`src/rtl/alu_pkg.sv`:
```
package alu_pkg;
  localparam int SEL_W = 4;

  typedef enum logic [SEL_W-1:0] {
    OP_ADD  = 4'd0,
    OP_SUB  = 4'd1,
    OP_SHL  = 4'd2,
    OP_AND  = 4'd3,
    OP_OR   = 4'd4,
    OP_PASS = 4'd5,
    OP_XOR  = 4'd7,
    OP_NOR  = 4'd8,
    OP_SHR  = 4'd9,
    OP_SAR  = 4'd10,
    OP_CMPE = 4'd14
  } op_e;
endpackage

```
`src/rtl/alu_addsub.sv`:
```
module alu_addsub #(
  parameter int DATA_W = 32
) (
  input  logic [DATA_W-1:0] a,
  input  logic [DATA_W-1:0] b,
  input  logic              sub,
  output logic [DATA_W-1:0] sum
);
  logic [DATA_W-1:0] b_eff;

  always_comb begin
    b_eff = b ^ {DATA_W{sub}};
    sum   = a + b_eff + {{(DATA_W-1){1'b0}}, sub};
  end
endmodule

```
`src/rtl/alu_shift.sv`:
```
module alu_shift #(
  parameter int DATA_W = 32,
  localparam int SH_W  = $clog2(DATA_W)
) (
  input  logic [DATA_W-1:0] val,
  input  logic [SH_W-1:0]   amt,
  input  logic              to_left,
  input  logic              arith,
  output logic [DATA_W-1:0] shifted
);
  logic [DATA_W-1:0] stage [SH_W+1];
  logic [DATA_W-1:0] src;
  logic              fill;

  always_comb begin
    for (int i = 0; i < DATA_W; i++) begin
      src[i] = to_left ? val[DATA_W-1-i] : val[i];
    end
    fill = arith & ~to_left & val[DATA_W-1];
  end

  assign stage[0] = src;

  for (genvar s = 0; s < SH_W; s++) begin : g_stage
    localparam int STEP = 1 << s;
    assign stage[s+1] = amt[s] ? {{STEP{fill}}, stage[s][DATA_W-1:STEP]}
                               : stage[s];
  end

  always_comb begin
    for (int i = 0; i < DATA_W; i++) begin
      shifted[i] = to_left ? stage[SH_W][DATA_W-1-i] : stage[SH_W][i];
    end
  end
endmodule

```
`src/rtl/alu_cmp.sv`:
```
module alu_cmp #(
  parameter int DATA_W = 32
) (
  input  logic [DATA_W-1:0] a,
  input  logic [DATA_W-1:0] b,
  output logic              eq,
  output logic              lt,
  output logic              ltu
);
  logic [DATA_W:0] diff;

  always_comb begin
    diff = {1'b0, a} - {1'b0, b};
    eq   = ~|diff[DATA_W-1:0];
    ltu  = diff[DATA_W];
    lt   = (a[DATA_W-1] ^ b[DATA_W-1]) ? a[DATA_W-1] : diff[DATA_W-1];
  end
endmodule

```
`src/rtl/int_alu.sv`:
```
module int_alu
  import alu_pkg::*;
#(
  parameter int DATA_W = 32,
  localparam int SH_W  = $clog2(DATA_W)
) (
  input  logic [DATA_W-1:0] opnd_a,
  input  logic [DATA_W-1:0] opnd_b,
  input  logic [SEL_W-1:0]  op_sel,
  output logic [DATA_W-1:0] result,
  output logic              flag_eq,
  output logic              flag_lt,
  output logic              flag_ltu
);
  logic [DATA_W-1:0] sum_w;
  logic [DATA_W-1:0] shift_w;
  logic              is_sub;
  logic              is_left;
  logic              is_arith;

  always_comb begin
    is_sub   = (op_sel == OP_SUB);
    is_left  = (op_sel == OP_SHL);
    is_arith = (op_sel == OP_SAR);
  end

  alu_addsub #(.DATA_W(DATA_W)) u_addsub (
    .a   (opnd_a),
    .b   (opnd_b),
    .sub (is_sub),
    .sum (sum_w)
  );

  alu_shift #(.DATA_W(DATA_W)) u_shift (
    .val     (opnd_a),
    .amt     (opnd_b[SH_W-1:0]),
    .to_left (is_left),
    .arith   (is_arith),
    .shifted (shift_w)
  );

  alu_cmp #(.DATA_W(DATA_W)) u_cmp (
    .a   (opnd_a),
    .b   (opnd_b),
    .eq  (flag_eq),
    .lt  (flag_lt),
    .ltu (flag_ltu)
  );

  always_comb begin
    case (op_sel)
      OP_ADD, OP_SUB:          result = sum_w;
      OP_SHL, OP_SHR, OP_SAR:  result = shift_w;
      OP_AND:                  result = opnd_a & opnd_b;
      OP_OR:                   result = opnd_a | opnd_b;
      OP_XOR:                  result = opnd_a ^ opnd_b;
      OP_NOR:                  result = ~(opnd_a | opnd_b);
      OP_PASS:                 result = opnd_b;
      default:                 result = '0;
    endcase
  end
endmodule

```
`config.mk`:
```
export PLATFORM = sky130hd
export DESIGN_NAME = int_alu
export DESIGN_NICKNAME = d
export VERILOG_FILES = /design/src/rtl/alu_pkg.sv /design/src/rtl/alu_addsub.sv /design/src/rtl/alu_shift.sv /design/src/rtl/alu_cmp.sv /design/src/rtl/int_alu.sv
export SDC_FILE = /design/constraint.sdc
export NUM_CORES = 1
export LEC_CHECK = 0
export ABC_AREA = 1
export BUFFER_PORTS_ARGS = -buffer_cell sky130_fd_sc_hd__buf_2
export CORE_MARGIN = 2
export CORE_UTILIZATION = 64
export DETAILED_ROUTE_END_ITERATION = 6
export PLACE_DENSITY_LB_ADDON = 0.05
export SYNTH_ARGS = -nofsm -noshare
export SYNTH_HDL_FRONTEND = slang
export SYNTH_SLANG_ARGS = --single-unit
```
`constraint.sdc`:
```
create_clock -name vclk -period 5.3
set_input_delay 0.265 -clock vclk [all_inputs]
set_output_delay 0.265 -clock vclk [all_outputs]
set_load 0.005 [all_outputs]
```
; ---- After elaboration in Yosys (flattened, before gate mapping)
; Index checks and enable logic that the tools add are counted.
[classes]
n_reduce_logical = 5
bitwise = 9
addsub = 3
muxes = 71
eq_ne = 9
[ops]
columns = cell, count
row1 = one-hot mux 32 bit (7 select lines), 1
row2 = two-way mux 32 bit, 5
row3 = two-way mux 1 bit, 65
row4 = XOR 32 bit, 2
row5 = subtractor 32 x 32 -> 33 bit, 1
row6 = adder 32 x 1 -> 32 bit, 1
row7 = adder 32 bit, 1
row8 = bitwise AND 32 bit, 1
row9 = inverter 32 bit, 1
row10 = bitwise OR 32 bit, 1
row11 = OR reduction 32 bit, 1
row12 = equality test 4 x 3 -> 1 bit (second input constant), 3
row13 = equality test 4 bit (second input constant), 3
row14 = equality test 4 x 2 -> 1 bit (second input constant), 2
row15 = equality test 4 x 1 -> 1 bit (second input constant), 1
row16 = logical NOT 4 bit, 1
row17 = OR reduction 3 bit, 1
row18 = bitwise AND 1 bit, 2
row19 = OR reduction 2 bit, 1
row20 = logical NOT 1 bit, 1
row21 = inverter 1 bit, 1
row22 = XOR 1 bit, 1
[word_totals]
out_inout_bits = 35
register_bits = 0

; ---- Depth between registers and ports, before layout
; Gate-level depths: netlist (run 1).
[logic_depth]
word_depth = 11
mapped_depth = 29
ltp_nobuf = 27

; ---- By module
; A second synthesis (run 1) with hierarchy kept.
[hier_totals]
hier_cells = 2176
area_unflattened_um2 = 11099.4
[by_module_without_submodules]
columns = mod, seq_area_each_um2, cells_each, area_each_um2, instances
row1 = int_alu, 0.0, 571, 3090.5, 1
row2 = alu_shift, 0.0, 559, 2727.6, 1
row3 = alu_cmp, 0.0, 566, 2673.8, 1
row4 = alu_addsub, 0.0, 480, 2607.5, 1

; ---- Worst setup path after synthesis (run 1)
; Ideal clock, no wire load.
[synth_path]
kind = input to output
startpoint = in opnd_b[3]
endpoint = out flag_eq
required_time_ns = 5.035
n_path_buf = 2
arrival_time_ns = 3.572
setup_slack_ns = 1.463
path_stages = 27
cell_sequence = clkbuf_1 > inv_1 > buf_1 > ha_1 > nor2_1 > nand3_1 > nand3_1 > nand2_1 > nand2_1 > nand2_1 > nand2_1 > nand3_1 > nand2_1 > a221oi_1 > fa_1 > nand3_1 > a21oi_1 > nand3_1 > nor2_1 > nand2_1 > nor2_1 > nand3_1 > nor2_1 > nand3_1 > nor2_1 > nand4_1 > nor2_1
[synth_between]
elab_chain_len = 3
[synth_lines]
columns = element, line_no
row1 = from (decl), int_alu.sv:8  ; input logic [DATA_W-1:0] opnd_b,
row2 = subtractor 32 x 32 -> 33 bit, alu_cmp.sv:13  ; diff = {1'b0, a} - {1'b0, b};
row3 = OR reduction 32 bit, alu_cmp.sv:14  ; eq = ~|diff[DATA_W-1:0];
row4 = logical NOT 1 bit, alu_cmp.sv:14
row5 = to (decl), int_alu.sv:11  ; output logic flag_eq,
; Every way passes these cells.

; ---- Worst setup path after layout (run 1)
[layout_path]
startpoint = in opnd_b[4]
endpoint = out flag_eq
; The elaborated chain is that of the path after synthesis.

==> metrics.csv, run 1 <==
metric;value;unit
cp_max_fo;18;
powerDensity;112;nW/um^2
worst_slew_pin_slew;1400;ps
first_pass_iters;7;
num_rows;44;
final_cell_mix;nand2_1, nand3_1, inv_1;
failed_checks;design-rule violations;
hold_viol;0;
cp.arrival;4270;ps
final_common_cell;nand2_1;
drc;1;
ctsHoldBuffers;0;
slew_violations;0;
worstSetupPathType;in2out;
synthDominantCellAreaShare;17.9;%
slew_headroom;4.15;%
post-route-min-period;4530;ps
ys_warn_count;0;
n_clock_buffer;0;
vias;12700;
first_global_vias;11400;
peakVddDrop;0.0773;mV
viasPerCell;6.62;
syn_avg_cell_area;5.53;um^2
ioPinCount;103;
track_usage;48.9;%
crit_path_end_kind;output pin;
die_x;125;um
floorplan.initialDensity;64.9;%
seq_cell_count;0;
antenna_found_initial;1;
synth-simple-area-share;40.8;%
ys_seq_area_share;0;%
cp.depth;27;
synth_cell_type_count;51;
grt_overflow;0;
synth-compound-area-share;24.6;%
setup_viol;0;
gp_congestion;1.14;
synth_top_family_by_area;simple AND/OR/NAND/NOR gates;
post-dp-hpwl;32300;um
cp.required;5040;ps
rsz0062_at_grt;false;
finalPower;1100;uW
portBuffers;103;
synth_fa_ha_area_share;18.5;%
critical_path.slowest_cell;fa_1;
fp.dieH;125;um
holdCritPathClass;in2out;
syn-cell-area;9320;um^2
synthMuxAreaShare;0.255;%
wl;40000;um
cts_post_setup_buffers_inserted;0;
synth_nets;1890;
path_buf_inv;3;
critPathTopFamily;simple AND/OR/NAND/NOR gates;
nNetsFinal;1939;
seq_area;0;um^2
netlist_instances;1686;
p_leak;0.00503;uW
outcome;finished, violations left;
drt_iter0_markers;2077;
grt_max_degree;45;
period_share;85.5;%
whs_path_depth;7;
slowest_delay;550;ps
wire_per_inst;20.8;um
synth_top_cell_by_area;ha_1;
grt_pass1_wl;61000;um
multi_input_area;8180;um^2
drive_above_1_share;10.6;%
max_cap_viol_count;0;
cpMostUsedCell;nand3_1;
dieArea;15500;um^2
coreArea;14400;um^2
ant_nets;0;
clock.fmax;221;MHz
cts_resized;0;
worstSetupStartpointType;input port;
synth_area_leaders;ha_1, nand2_1, nand3_1;
fillers;1459;
synthToLayoutAreaGrowth;5.79;%
final.setup.tns;0;ps
synth_xor_area_share;3.48;%
cell type report:
type,count,area share (%)
antenna,1,0.0254
timing repair buffer,122,6.68
multi-input combinational,1401,83.0
tap,184,2.34
inverter,210,8.01
worst min-delay path, cell delays in order:
cell      delay (ps)
buf_2             90
ha_1             130
nand2_1           50
o21ai_0           70
a211oi_1          70
nand4_1          100
buf_2            110
power by group:
part	switching [uW]	internal (uW)
combinational	750	354
clock	0	0.0000253
sequential	0	0
total	750	354
cells by family after synthesis:
family,count (synthesis)
mux,2
fa+ha+maj,136
simple gates,857
xor+xnor,37
buf+inv,285
compound gates,369
routing by layer:
layer	GRT usage, %	vias up	part of all wire [%]
li1	-	5843	-
met1	60.9	5545	37
met2	74.8	1039	42
met3	9.49	264	12
met4	35.4	0	9.2
met5	0	-	0
path summary, 6_finish.rpt:
check | from | to | slack, ps
min | opnd_b[29] | result[29] | 1140
max | opnd_b[4] | flag_eq | 770
Yosys cell counts, types with 9 or more instances:
master,instances
o21ai_2,21
o22ai_1,11
nand2_1,384
nand3_1,256
o21ai_0,95
nor3_1,14
a211oi_1,9
o211ai_1,38
o21bai_1,10
o21ai_1,37
ha_1,133
buf_1,12
nor2_1,125
nand3b_1,17
inv_1,204
buf_2,21
xor2_1,34
clkbuf_1,33
nand4_1,31
a21oi_1,92
through the flow:
step	util [%]	setup slack (ps)	instances	instance area (um^2)	hold WS (ps)
2_1_floorplan	-	1460	1686	9320	689
3_3_place_gp	68.6	1040	1917	9860	1100
3_5_place_dp	68.6	865	1917	9860	1110
4_1_cts	68.6	857	1917	9860	1110
5_1_grt	68.6	404	1918	9860	1150
6_report	68.6	769	1918	9860	1140
Note: power is estimated with default switching activity, not from simulation.
==> run 2: changes to the inputs <==
--- a/config.mk
+++ b/config.mk
@@ -10,7 +10,7 @@
 export CORE_MARGIN = 2
 export CORE_UTILIZATION = 64
 export DETAILED_ROUTE_END_ITERATION = 6
-export PLACE_DENSITY_LB_ADDON = 0.05
+export PLACE_DENSITY = 0.91
 export SYNTH_ARGS = -nofsm -noshare
 export SYNTH_HDL_FRONTEND = slang
 export SYNTH_SLANG_ARGS = --single-unit
==> run 2 against run 1 <==
The run now ends clean. Largest cell class unchanged. Critical path depth unchanged. Cell area unchanged. Worst hold slack worse by 28 ps.
==> metrics.csv, run 2 (synthesized netlist as in run 1, its figures left out) <==
metric;value;unit;change
outcome;finished, final reports clean;;
slew_violations;0;;unchanged
worst_slew_pin_slew;1250;ps;-156 ps
fillers;1393;;-4.5%
first_global_vias;11300;;-0.56%
grt_overflow;0;;unchanged
holdWs;1110;ps;-28.0 ps
wire_per_inst;21.1;um;+1.5%
diodes;0;;-1
first_pass_iters;7;;unchanged
cts_resized;0;;unchanged
num_rows;44;;unchanged
cp.required;5040;ps;about the same
slew_headroom;16.9;%;+13 points
synthToLayoutAreaGrowth;5.79;%;unchanged
ioPinCount;103;;unchanged
track_usage;49.3;%;+0.40 points
n_clock_buffer;0;;unchanged
die_x;125;um;unchanged
coreArea;14400;um^2;unchanged
clock.fmax;219;MHz;-0.75%
hold_viol;0;;unchanged
wl;40500;um;+1.5%
holdCritPathClass;in2out;;
cts_post_setup_buffers_inserted;0;;unchanged
worstSetupStartpointType;input port;;
ctsHoldBuffers;0;;unchanged
period_share;86.1;%;+0.65 points
antenna_found_initial;0;;-1
cp.arrival;4300;ps;+30 ps
fp.dieH;125;um;unchanged
drc;0;;-1
powerDensity;113;nW/um^2;+0.98%
crit_path_end_kind;output pin;;
finalPower;1110;uW;+0.98%
worstSetupPathType;in2out;;
grt_max_degree;46;;+2.2%
viasPerCell;6.67;;+0.75%
post-route-min-period;4570;ps;+34.4 ps
final_common_cell;nand2_1;;
vias;12800;;+0.69%
nNetsFinal;1939;;unchanged
p_leak;0.00503;uW;about the same
seq_cell_count;0;;unchanged
peakVddDrop;0.0683;mV;-12%
portBuffers;103;;unchanged
ant_nets;0;;unchanged
setup_viol;0;;unchanged
floorplan.initialDensity;64.9;%;unchanged
dieArea;15500;um^2;unchanged
cp_max_fo;18;;unchanged
post-dp-hpwl;33100;um;+2.6%
grt_pass1_wl;61400;um;+0.62%
drt_iter0_markers;1885;;-9.2%
seq_area;0;um^2;unchanged
drive_above_1_share;10.7;%;+0.058 points
rsz0062_at_grt;false;;
max_cap_viol_count;0;;unchanged
final_cell_mix;nand2_1, nand3_1, inv_1;;
final.setup.tns;0;ps;unchanged
gp_congestion;1.10;;-3.1%
[run 2: changes by cell type in the layout (fill, tap and decap cells not counted)]
cell     change
diode_2      -1
nor2_1       -1
nor2_2       +1
[run 2: worst paths after layout]
kind | startpoint | endpoint | slack [ps] | cells after the start
hold / removal | opnd_b[21] | result[21] | 1110 | 5
setup / recovery | opnd_b[4] | flag_eq | 730 | 27
[run 2: final cells by class]
cell class	instances	area, um^2	area share, %
Tap cell	184	230	2.34
Timing Repair Buffer	122	658	6.68
Inverter	210	790	8.01
Multi-Input combinational cell	1401	8180	83.0
[run 2: per-layer routing]
layer	global-route usage, %	routed length [um]
met1	62.7	14900
met2	74.9	16800
met3	8.93	5450
met4	34.4	3400
met5	0	0
[run 2: metrics by stage]
| stage | setup WS (ps) | cells | util [%] | area (um^2) |
|---|---|---|---|---|
| final | 735 | 1917 | 68.6 | 9860 |
| after global routing | 458 | 1917 | 68.6 | 9860 |
| after CTS | 884 | 1917 | 68.6 | 9860 |
| after detailed placement | 897 | 1917 | 68.6 | 9860 |
| after global placement | 1060 | 1917 | 68.6 | 9860 |
| after floorplan | 1460 | 1686 | - | 9320 |
[run 2: worst max-delay path, stage by stage]
cell,delay (ps)
buf_2,340
clkinv_1,180
ha_1,390
nor2_1,240
nand3_1,130
nand3_1,160
nand2_1,80
nand2_1,120
nand2_1,80
nand2_1,90
nand3_1,120
nand2_1,130
a221oi_1,100
fa_1,560
nand3_1,90
a21oi_1,130
nand3_1,90
nor2_1,100
nand2_1,60
nor2_1,90
nand3_1,110
nor2_1,100
nand3_1,70
nor2_1,130
nand4_1,100
nor2_1,100
buf_2,120
[run 2: where the power goes]
part | internal [uW] | switching (uW) | total (uW)
registers | 0 | 0 | 0
logic | 355 | 760 | 1110
clock network | 0 | 0 | 0
